File: src/rtl/cdma_pkg.sv
package cdma_pkg;
  localparam int FLAG_OWN   = 31;
  localparam int FLAG_ERR   = 30;
  localparam int FLAG_CHAIN = 4;
  localparam int FLAG_FIRST = 3;
  localparam int FLAG_LAST  = 2;
  localparam int FLAG_NOIRQ = 1;

  localparam int ST_W      = 6;
  localparam int ST_TXDONE = 0;
  localparam int ST_RXDONE = 1;
  localparam int ST_UNAV   = 4;
  localparam int ST_DERR   = 5;

  localparam int CTL_EN    = 0;
  localparam int CTL_BURST = 1;
  localparam int CTL_SRST  = 2;
  localparam int CTL_RX    = 3;

  typedef enum logic [1:0] {
    RA_CTRL = 2'd0,
    RA_IEN  = 2'd1,
    RA_STAT = 2'd2,
    RA_BASE = 2'd3
  } reg_addr_e;

  typedef enum logic [2:0] {
    W_IDLE, W_FETCH, W_CHECK, W_DRD, W_TXP, W_RXP, W_DWR, W_WB
  } walk_state_e;
endpackage

File: src/rtl/cdma_regs.sv
module cdma_regs
  import cdma_pkg::*;
#(
  parameter int AW = 32
) (
  input  logic            clk,
  input  logic            rst,
  input  logic            reg_we,
  input  logic [1:0]      reg_addr,
  input  logic [31:0]     reg_wdata,
  output logic [31:0]     reg_rdata,
  input  logic [ST_W-1:0] stat_set,
  output logic            irq,
  output logic            go,
  output logic            rx_mode,
  output logic [AW-1:0]   base,
  output logic            srst
);
  logic [3:0]      ctrl_q;
  logic [ST_W-1:0] ien_q;
  logic [ST_W-1:0] stat_q;
  logic            en_q;
  logic            stat_wr;

  assign stat_wr = reg_we && (reg_addr == RA_STAT);
  assign srst    = rst || ctrl_q[CTL_SRST];
  assign rx_mode = ctrl_q[CTL_RX];

  always_ff @(posedge clk) begin
    if (rst) begin
      ctrl_q <= '0;
      ien_q  <= '0;
      base   <= '0;
      en_q   <= 1'b0;
      go     <= 1'b0;
    end else if (ctrl_q[CTL_SRST]) begin
      ctrl_q <= '0;
      en_q   <= 1'b0;
      go     <= 1'b0;
    end else begin
      en_q <= ctrl_q[CTL_EN];
      go   <= ctrl_q[CTL_EN] && !en_q;
      if (reg_we && reg_addr == RA_CTRL) ctrl_q <= reg_wdata[3:0];
      if (reg_we && reg_addr == RA_IEN)  ien_q  <= reg_wdata[ST_W-1:0];
      if (reg_we && reg_addr == RA_BASE) base   <= reg_wdata[AW-1:0];
    end
  end

  for (genvar i = 0; i < ST_W; i++) begin : g_stat
    always_ff @(posedge clk) begin
      if (srst)                          stat_q[i] <= 1'b0;
      else if (stat_set[i])              stat_q[i] <= 1'b1;
      else if (stat_wr && reg_wdata[i])  stat_q[i] <= 1'b0;
    end
  end

  always_ff @(posedge clk) begin
    if (rst) begin
      irq       <= 1'b0;
      reg_rdata <= '0;
    end else begin
      irq <= |(stat_q & ien_q);
      case (reg_addr)
        RA_CTRL: reg_rdata <= 32'(ctrl_q);
        RA_IEN:  reg_rdata <= 32'(ien_q);
        RA_STAT: reg_rdata <= 32'(stat_q);
        default: reg_rdata <= 32'(base);
      endcase
    end
  end

  a_r10_w1c_clears: assert property (@(posedge clk) disable iff (srst)
    (stat_wr && reg_wdata[0] && !stat_set[0]) |=> !stat_q[0]);
  a_r10_set_wins: assert property (@(posedge clk) disable iff (srst)
    stat_set[ST_DERR] |=> stat_q[ST_DERR]);
  a_r11_irq_masked: assert property (@(posedge clk) disable iff (rst)
    ((stat_q & ien_q) == '0) |=> !irq);
  a_r12_srst_selfclear: assert property (@(posedge clk) disable iff (rst)
    ctrl_q[CTL_SRST] |=> (ctrl_q == 4'd0));
endmodule

File: src/rtl/cdma_walker.sv
module cdma_walker
  import cdma_pkg::*;
#(
  parameter int AW        = 32,
  parameter int MAX_BYTES = 65536
) (
  input  logic            clk,
  input  logic            srst,
  input  logic            go,
  input  logic            rx_mode,
  input  logic [AW-1:0]   base,
  output logic            mem_req,
  output logic            mem_we,
  output logic [AW-1:0]   mem_addr,
  output logic [31:0]     mem_wdata,
  input  logic            mem_ack,
  input  logic [31:0]     mem_rdata,
  output logic            tx_valid,
  output logic [31:0]     tx_data,
  input  logic            tx_ready,
  input  logic            rx_valid,
  input  logic [31:0]     rx_data,
  output logic            rx_ready,
  output logic [ST_W-1:0] stat_set,
  output logic            busy
);
  localparam int LW = $clog2(MAX_BYTES / 4) + 1;

  walk_state_e   state;
  logic [31:0]   cfg, cnt;
  logic [AW-1:0] cur, bufp, nxt, dptr, next_cur;
  logic [1:0]    widx;
  logic [LW-1:0] left;
  logic          dir, bad, cnt_bad;

  assign cnt_bad  = (cnt[1:0] != 2'b00) || (cnt > 32'(MAX_BYTES));
  assign next_cur = cfg[FLAG_CHAIN] ? nxt : cur + AW'(16);
  assign busy     = (state != W_IDLE);

  always_ff @(posedge clk) begin
    if (srst) begin
      state <= W_IDLE;  mem_req <= 1'b0; mem_we <= 1'b0;
      mem_addr <= '0;   mem_wdata <= '0; tx_valid <= 1'b0;
      tx_data <= '0;    rx_ready <= 1'b0; stat_set <= '0;
      cfg <= '0; cnt <= '0; cur <= '0; bufp <= '0; nxt <= '0;
      dptr <= '0; widx <= '0; left <= '0; dir <= 1'b0; bad <= 1'b0;
    end else begin
      stat_set <= '0;
      case (state)
        W_IDLE: if (go) begin
          cur <= base; dir <= rx_mode; widx <= 2'd0;
          mem_req <= 1'b1; mem_we <= 1'b0; mem_addr <= base;
          state <= W_FETCH;
        end
        W_FETCH: if (mem_ack) begin
          mem_req <= 1'b0;
          case (widx)
            2'd0:    cfg  <= mem_rdata;
            2'd1:    cnt  <= mem_rdata;
            2'd2:    bufp <= mem_rdata[AW-1:0];
            default: nxt  <= mem_rdata[AW-1:0];
          endcase
          if (widx == 2'd0 && !mem_rdata[FLAG_OWN]) begin
            stat_set[ST_UNAV] <= 1'b1;
            state <= W_IDLE;
          end else if (widx == 2'd3) begin
            state <= W_CHECK;
          end else begin
            widx <= widx + 2'd1;
            mem_req <= 1'b1;
            mem_addr <= cur + AW'({widx + 2'd1, 2'b00});
          end
        end
        W_CHECK: begin
          bad <= cnt_bad;
          if (cnt_bad || cnt[31:2] == 30'd0) begin
            mem_req <= 1'b1; mem_we <= 1'b1; mem_addr <= cur;
            mem_wdata <= {1'b0, cfg[FLAG_ERR] | cnt_bad, cfg[29:0]};
            state <= W_WB;
          end else begin
            dptr <= bufp;
            left <= cnt[LW+1:2];
            if (dir) begin
              rx_ready <= 1'b1;
              state <= W_RXP;
            end else begin
              mem_req <= 1'b1; mem_we <= 1'b0; mem_addr <= bufp;
              state <= W_DRD;
            end
          end
        end
        W_DRD: if (mem_ack) begin
          mem_req <= 1'b0; tx_valid <= 1'b1; tx_data <= mem_rdata;
          state <= W_TXP;
        end
        W_TXP: if (tx_ready) begin
          tx_valid <= 1'b0;
          dptr <= dptr + AW'(4);
          left <= left - LW'(1);
          if (left == LW'(1)) begin
            mem_req <= 1'b1; mem_we <= 1'b1; mem_addr <= cur;
            mem_wdata <= {1'b0, cfg[30:0]};
            state <= W_WB;
          end else begin
            mem_req <= 1'b1; mem_we <= 1'b0; mem_addr <= dptr + AW'(4);
            state <= W_DRD;
          end
        end
        W_RXP: if (rx_valid) begin
          rx_ready <= 1'b0;
          mem_req <= 1'b1; mem_we <= 1'b1; mem_addr <= dptr; mem_wdata <= rx_data;
          state <= W_DWR;
        end
        W_DWR: if (mem_ack) begin
          mem_req <= 1'b0; mem_we <= 1'b0;
          dptr <= dptr + AW'(4);
          left <= left - LW'(1);
          if (left == LW'(1)) begin
            mem_req <= 1'b1; mem_we <= 1'b1; mem_addr <= cur;
            mem_wdata <= {1'b0, cfg[30:0]};
            state <= W_WB;
          end else begin
            rx_ready <= 1'b1;
            state <= W_RXP;
          end
        end
        W_WB: if (mem_ack) begin
          mem_req <= 1'b0; mem_we <= 1'b0;
          if (bad) begin
            stat_set[ST_DERR] <= 1'b1;
            state <= W_IDLE;
          end else if (cfg[FLAG_LAST]) begin
            stat_set[dir ? ST_RXDONE : ST_TXDONE] <= 1'b1;
            state <= W_IDLE;
          end else begin
            if (!cfg[FLAG_NOIRQ]) stat_set[dir ? ST_RXDONE : ST_TXDONE] <= 1'b1;
            cur <= next_cur; widx <= 2'd0;
            mem_req <= 1'b1; mem_addr <= next_cur;
            state <= W_FETCH;
          end
        end
        default: state <= W_IDLE;
      endcase
    end
  end

  a_r3_idle_quiet: assert property (@(posedge clk) disable iff (srst)
    (state == W_IDLE) |-> (!mem_req && !tx_valid && !rx_ready));
  a_r2_req_held: assert property (@(posedge clk) disable iff (srst)
    (mem_req && !mem_ack) |=> (mem_req && $stable(mem_addr) && $stable(mem_we)));
  a_r2_word_aligned: assert property (@(posedge clk) disable iff (srst)
    mem_req |-> (mem_addr[1:0] == 2'b00));
  a_r4_wb_unowned: assert property (@(posedge clk) disable iff (srst)
    (state == W_WB && mem_req) |-> (mem_we && !mem_wdata[FLAG_OWN]));
  a_r5_tx_hold: assert property (@(posedge clk) disable iff (srst)
    (tx_valid && !tx_ready) |=> (tx_valid && $stable(tx_data)));
endmodule

File: src/rtl/chain_dma_engine.sv
module chain_dma_engine
  import cdma_pkg::*;
#(
  parameter int AW        = 32,
  parameter int MAX_BYTES = 65536
) (
  input  logic          clk,
  input  logic          rst,
  input  logic          reg_we,
  input  logic [1:0]    reg_addr,
  input  logic [31:0]   reg_wdata,
  output logic [31:0]   reg_rdata,
  output logic          irq,
  output logic          mem_req,
  output logic          mem_we,
  output logic [AW-1:0] mem_addr,
  output logic [31:0]   mem_wdata,
  input  logic          mem_ack,
  input  logic [31:0]   mem_rdata,
  output logic          tx_valid,
  output logic [31:0]   tx_data,
  input  logic          tx_ready,
  input  logic          rx_valid,
  input  logic [31:0]   rx_data,
  output logic          rx_ready,
  output logic          busy
);
  logic [ST_W-1:0] stat_set;
  logic            go, rx_mode, srst;
  logic [AW-1:0]   base;

  cdma_regs #(.AW(AW)) u_regs (
    .clk(clk), .rst(rst), .reg_we(reg_we), .reg_addr(reg_addr),
    .reg_wdata(reg_wdata), .reg_rdata(reg_rdata), .stat_set(stat_set),
    .irq(irq), .go(go), .rx_mode(rx_mode), .base(base), .srst(srst)
  );

  cdma_walker #(.AW(AW), .MAX_BYTES(MAX_BYTES)) u_walk (
    .clk(clk), .srst(srst), .go(go), .rx_mode(rx_mode), .base(base),
    .mem_req(mem_req), .mem_we(mem_we), .mem_addr(mem_addr),
    .mem_wdata(mem_wdata), .mem_ack(mem_ack), .mem_rdata(mem_rdata),
    .tx_valid(tx_valid), .tx_data(tx_data), .tx_ready(tx_ready),
    .rx_valid(rx_valid), .rx_data(rx_data), .rx_ready(rx_ready),
    .stat_set(stat_set), .busy(busy)
  );
endmodule

File: config.mk
export PLATFORM = sky130hd
export DESIGN_NAME = chain_dma_engine
export DESIGN_NICKNAME = d
export VERILOG_FILES = /design/src/rtl/cdma_pkg.sv /design/src/rtl/cdma_regs.sv /design/src/rtl/cdma_walker.sv /design/src/rtl/chain_dma_engine.sv
export SDC_FILE = /design/constraint.sdc
export NUM_CORES = 1
export LEC_CHECK = 0
export ABC_AREA = 1
export BUFFER_PORTS_ARGS = -buffer_cell sky130_fd_sc_hd__clkbuf_2
export CORE_ASPECT_RATIO = 1.5
export CORE_MARGIN = 3
export CORE_UTILIZATION = 48
export CTS_CLUSTER_DIAMETER = 100
export DETAILED_ROUTE_END_ITERATION = 6
export HOLD_SLACK_MARGIN = 0.05
export PLACE_DENSITY = 0.65
export SLEW_MARGIN = 25
export SYNTH_ARGS = -nofsm -noshare
export SYNTH_HDL_FRONTEND = slang
export SYNTH_SLANG_ARGS = --single-unit
File: constraint.sdc
create_clock -name clk -period 4.52 [get_ports clk]
set_input_delay 0.452 -clock clk [delete_from_list [all_inputs] [get_ports clk]]
set_output_delay 0.452 -clock clk [all_outputs]
set_load 0.01 [all_outputs]
==> Implementation_results.wiki <==
{| class="wikitable"
! Metric !! Value
|-
| CTS root buffer || sky130_fd_sc_hd__clkbuf_16
|-
| Most frequent cells after synthesis || sky130_fd_sc_hd__nand2_1, sky130_fd_sc_hd__nor2_1, sky130_fd_sc_hd__dfxtp_1, sky130_fd_sc_hd__o21ai_0, sky130_fd_sc_hd__a21oi_1
|-
| Hold WC Path Type || input pin to flip-flop
|-
| Static leakage || 0.00886 uW
|-
| Net count after synthesis || 3061
|-
| Pin count of the biggest net entering global routing || between 200 and 250
|-
| Number of rows created at floorplan || 89
|-
| Startpoint type of the worst setup path || flip-flop
|-
| TritonCTS clock tree || yes
|-
| Number of filler instances in the final layout || between 4000 and 5000
|-
| H-tree depth reported by CTS || 2
|-
| Placement-stage cell area || roughly 0.021 sq mm
|-
| Sequential fraction of the synthesis area || 0.408
|-
| Post-layout net count || 3210
|-
| Highest ir drop seen on vdd || ~0.30 mV
|-
| Combined area of all synthesized cells || roughly 0.02 sq mm
|-
| Least-Margin Pin Slew || about 1 ns
|-
| Number of sinks handled by clock tree synthesis || a little under 400
|-
| Final-report max-slew violation count || 0
|-
| Number of enable-type register cells in the synthesized netlist || 0
|-
| Maxcap violations || 0
|-
| Setup Viol. Count Final || 0
|-
| Antenna-violating nets left || 0
|-
| Final Hold Violating Endpoints || 0
|-
| # IOs || around 240
|-
| Cell type with the highest aggregate area in the netlist || sky130_fd_sc_hd__dfxtp_1
|-
| Post-route setup TNS || 0 ns
|-
| Flop and latch count out of synthesis || 398
|-
| Starting density of the core || 0.492
|-
| Placed wire-length estimate || 57.1 mm
|-
| Die W || roughly 170 microns
|-
| Layout overhead on the synthesized area || 14.1%
|-
| Overall die area || roughly 0.043 sq mm
|-
| Detailed-routing iteration count for the pre-antenna-repair pass || 6
|-
| Number of global-route vias before repair || approximately 19000
|-
| F_max || approximately 330 MHz
|-
| Fraction of final layout cells with drive strength greater than 1 || 0.122
|-
| M2 GR Usage || 0.582
|-
| Synthesized area per cell || between 6 and 7 sq um
|-
| Post-cts hold buffer count || 0
|-
| Setup fix buffers added after clock tree synthesis || 0
|-
| Clock-pin slew of the registers on the worst-case setup and hold paths || approximately 0.07 ns
|-
| Type of destination of the critical path || flip-flop
|-
| Worst-path fanout max || 5
|-
| Number of vias per cell || around 5.8
|-
| Setup repair after global routing missed its margin || no
|-
| FFs w/ async S/R, synth || 0
|-
| Total detailed-routing wirelength || ~77 mm
|-
| Met3 track demand over resource in global routing || 0.0384
|-
| Initial antenna violation count || 0
|-
| DRC violation count after routing || 0
|-
| Time the final worst path needs with I/O delays and setup || 3.07 ns
|-
| Count of antenna diodes in the layout || 0
|-
| Gate Count Post-Synth || 2945
|-
| Most instantiated flip-flop cell in the synthesis netlist || sky130_fd_sc_hd__dfxtp_1
|-
| Yosys warning count || 0
|-
| Power density over cell area || 456 mW/mm^2
|-
| Core ar. || between 0.03 and 0.04 sq mm
|-
| Post-synthesis cell type count || 44
|-
| Final routed wire length divided by cell count || ~21 microns
|-
| Category of the most critical setup path || flip-flop to flip-flop
|-
| Global Route met1 Usage || 0.424
|-
| First-pass GRT wire length || between 100 and 150 mm
|-
| Post-synth top area share || 0.408
|-
| First-iteration detailed-routing DRC count || between 2000 and 2500
|-
| Cell types with the largest area share after synthesis || sky130_fd_sc_hd__dfxtp_1, sky130_fd_sc_hd__nand2_1, sky130_fd_sc_hd__nor2_1
|-
| Portion of the clock cycle consumed by the worst path in the final layout || 0.679
|-
| # resized after CTS || 0
|-
| GPL Wtd Cong || 1.06
|-
| Worst-skew pair later-pin latency || 0.58 ns
|-
| Status || finished clean
|-
| Port Buffers || ~240
|-
| Global route overflow || 0
|-
| Combined global-route utilization of all metal layers || 0.342
|-
| Max Clock Skew || around 0.02 ns
|-
| Finished Core Util || 0.561
|-
| Busiest layer in global routing || met2
|-
| Critical path required time || 4.95 ns
|-
| Slew headroom || 0.343
|-
| Cts bufs inserted || 40
|-
| Cell area after layout || 0.0223 sq mm
|-
| Worst-case clock buffer depth || 3
|-
| Data arrival, critical path || about 3.5 ns
|-
| Vias after detailed routing || approximately 21000
|-
| Most used standard cell by instance count after synthesis || sky130_fd_sc_hd__nand2_1
|-
| Overall die height || ~250 microns
|}
==> through the flow <==
stage,instances,power [uW],setup WS (ns),hold slack (ns)
after floorplan,2945,5800,2.02,0.373
after global placement,3552,6740,1.54,0.382
after detailed placement,3552,6760,1.50,0.380
after CTS,3624,10100,1.50,0.110
after global routing,3624,10600,1.18,0.142
final,3624,10200,1.45,0.118
==> metal layers <==
metal  vias up  wire length, microns
met5         -                     0
met3       206                  5520
met4         0                  4420
li1       9993                     -
met2       995                 36900
met1      9666                 29900
==> report_power, final <==
part | internal [uW] | switching, uW | leakage [uW] | total, uW
Clock | 1890 | 1500 | 0.000636 | 3390
Sequential | 3820 | 394 | 0.00322 | 4220
Combinational | 799 | 1760 | 0.00500 | 2560
Total | 6510 | 3650 | 0.00886 | 10200
==> cell type report <==
type	count	area, sq um	share of cell area
Clock buffer	60	1140	0.0509
Timing Repair Buffer	275	1500	0.0671
Inverter	276	1040	0.0467
Tap cell	500	626	0.0281
Sequential cell	398	7970	0.357
Clock inverter	12	175	0.00786
Multi-Input combinational cell	2103	9860	0.442
==> logic make-up (layout without fill, tap and decap cells) <==
family | Yosys count | count (layout) | share of synthesized area
AND/OR/NAND/NOR | 1297 | 1297 | 0.272
XOR/XNOR | 25 | 25 | 0.0112
flip-flops | 398 | 398 | 0.408
adder cells (fa/ha/maj) | 12 | 12 | 0.00807
buffers and inverters | 444 | 623 | 0.0896
AO/OA/AOI/OAI | 769 | 769 | 0.212
==> worst paths after layout <==
path / startpoint / end / slack [ns] / cells past startpoint
max: u_walk.widx[0] / u_walk.mem_addr[16] / 1.45 / 15
min: reg_wdata[31] / u_regs.base[31] / 0.12 / 3
max reg2reg: u_walk.widx[0] / u_walk.mem_addr[16] / 1.45 / 15
min reg2reg: u_regs.en_q / u_regs.go / 0.39 / 1
==> registers in the layout, summed over array words and instances (netlist names), 6 cells and up <==
signal and flops:
u_walk.cnt 32, u_walk.bufp 32, u_walk.dptr 32, u_walk.cur 32
u_walk.cfg 31, u_walk.nxt 32, u_regs.base 32, u_regs.reg_rdata 32
u_walk.left 15, u_walk.mem_addr 32, u_walk.mem_wdata 32, u_walk.tx_data 32
u_regs.ien_q 6
==> cell usage in the layout (no fill, tap or decap), types with 3 or more instances in the layout <==
cell type	synthesis	layout
sky130_fd_sc_hd__o2111ai_1	3	3
sky130_fd_sc_hd__inv_1	257	255
sky130_fd_sc_hd__nand3_1	186	185
sky130_fd_sc_hd__nand2_1	553	551
sky130_fd_sc_hd__clkbuf_2	2	237
sky130_fd_sc_hd__clkbuf_8	0	6
sky130_fd_sc_hd__dfxtp_1	398	398
sky130_fd_sc_hd__a21oi_1	306	306
sky130_fd_sc_hd__a211oi_1	30	30
sky130_fd_sc_hd__nor4_1	3	3
sky130_fd_sc_hd__clkbuf_1	115	14
sky130_fd_sc_hd__o22ai_1	7	7
sky130_fd_sc_hd__clkinv_2	0	4
sky130_fd_sc_hd__nand4_1	20	20
sky130_fd_sc_hd__nand2_2	4	6
sky130_fd_sc_hd__buf_4	9	36
sky130_fd_sc_hd__nor2_2	6	7
sky130_fd_sc_hd__nor2_4	3	4
sky130_fd_sc_hd__o21ai_0	345	345
sky130_fd_sc_hd__or2_2	5	5
sky130_fd_sc_hd__inv_2	14	16
sky130_fd_sc_hd__clkinv_1	4	3
sky130_fd_sc_hd__o211ai_1	15	15
sky130_fd_sc_hd__o31ai_1	5	5
sky130_fd_sc_hd__clkbuf_16	0	40
sky130_fd_sc_hd__xnor2_1	6	6
sky130_fd_sc_hd__o21ai_1	4	4
sky130_fd_sc_hd__nor2_1	469	467
sky130_fd_sc_hd__xor2_1	19	19
sky130_fd_sc_hd__nor3_1	38	37
sky130_fd_sc_hd__nand3b_1	4	4
sky130_fd_sc_hd__ha_1	11	11
sky130_fd_sc_hd__a221oi_1	23	23
sky130_fd_sc_hd__a31oi_1	24	24
==> critical path: stages, from the launching register on <==
cell                      delay, ns
sky130_fd_sc_hd__dfxtp_1       0.39
sky130_fd_sc_hd__inv_1         0.13
sky130_fd_sc_hd__ha_1          0.35
sky130_fd_sc_hd__inv_1         0.07
sky130_fd_sc_hd__fa_1          0.48
sky130_fd_sc_hd__inv_1         0.19
sky130_fd_sc_hd__nand2_1       0.09
sky130_fd_sc_hd__nor2_1        0.21
sky130_fd_sc_hd__nand3_1       0.26
sky130_fd_sc_hd__o21ai_0       0.24
sky130_fd_sc_hd__a21o_1        0.10
sky130_fd_sc_hd__nand3_1       0.06
sky130_fd_sc_hd__nor2_1        0.10
sky130_fd_sc_hd__nand3_1       0.12
sky130_fd_sc_hd__nand2_1       0.08
sky130_fd_sc_hd__a21oi_1       0.05
No activity file was read; power rests on OpenSTA's default activity.
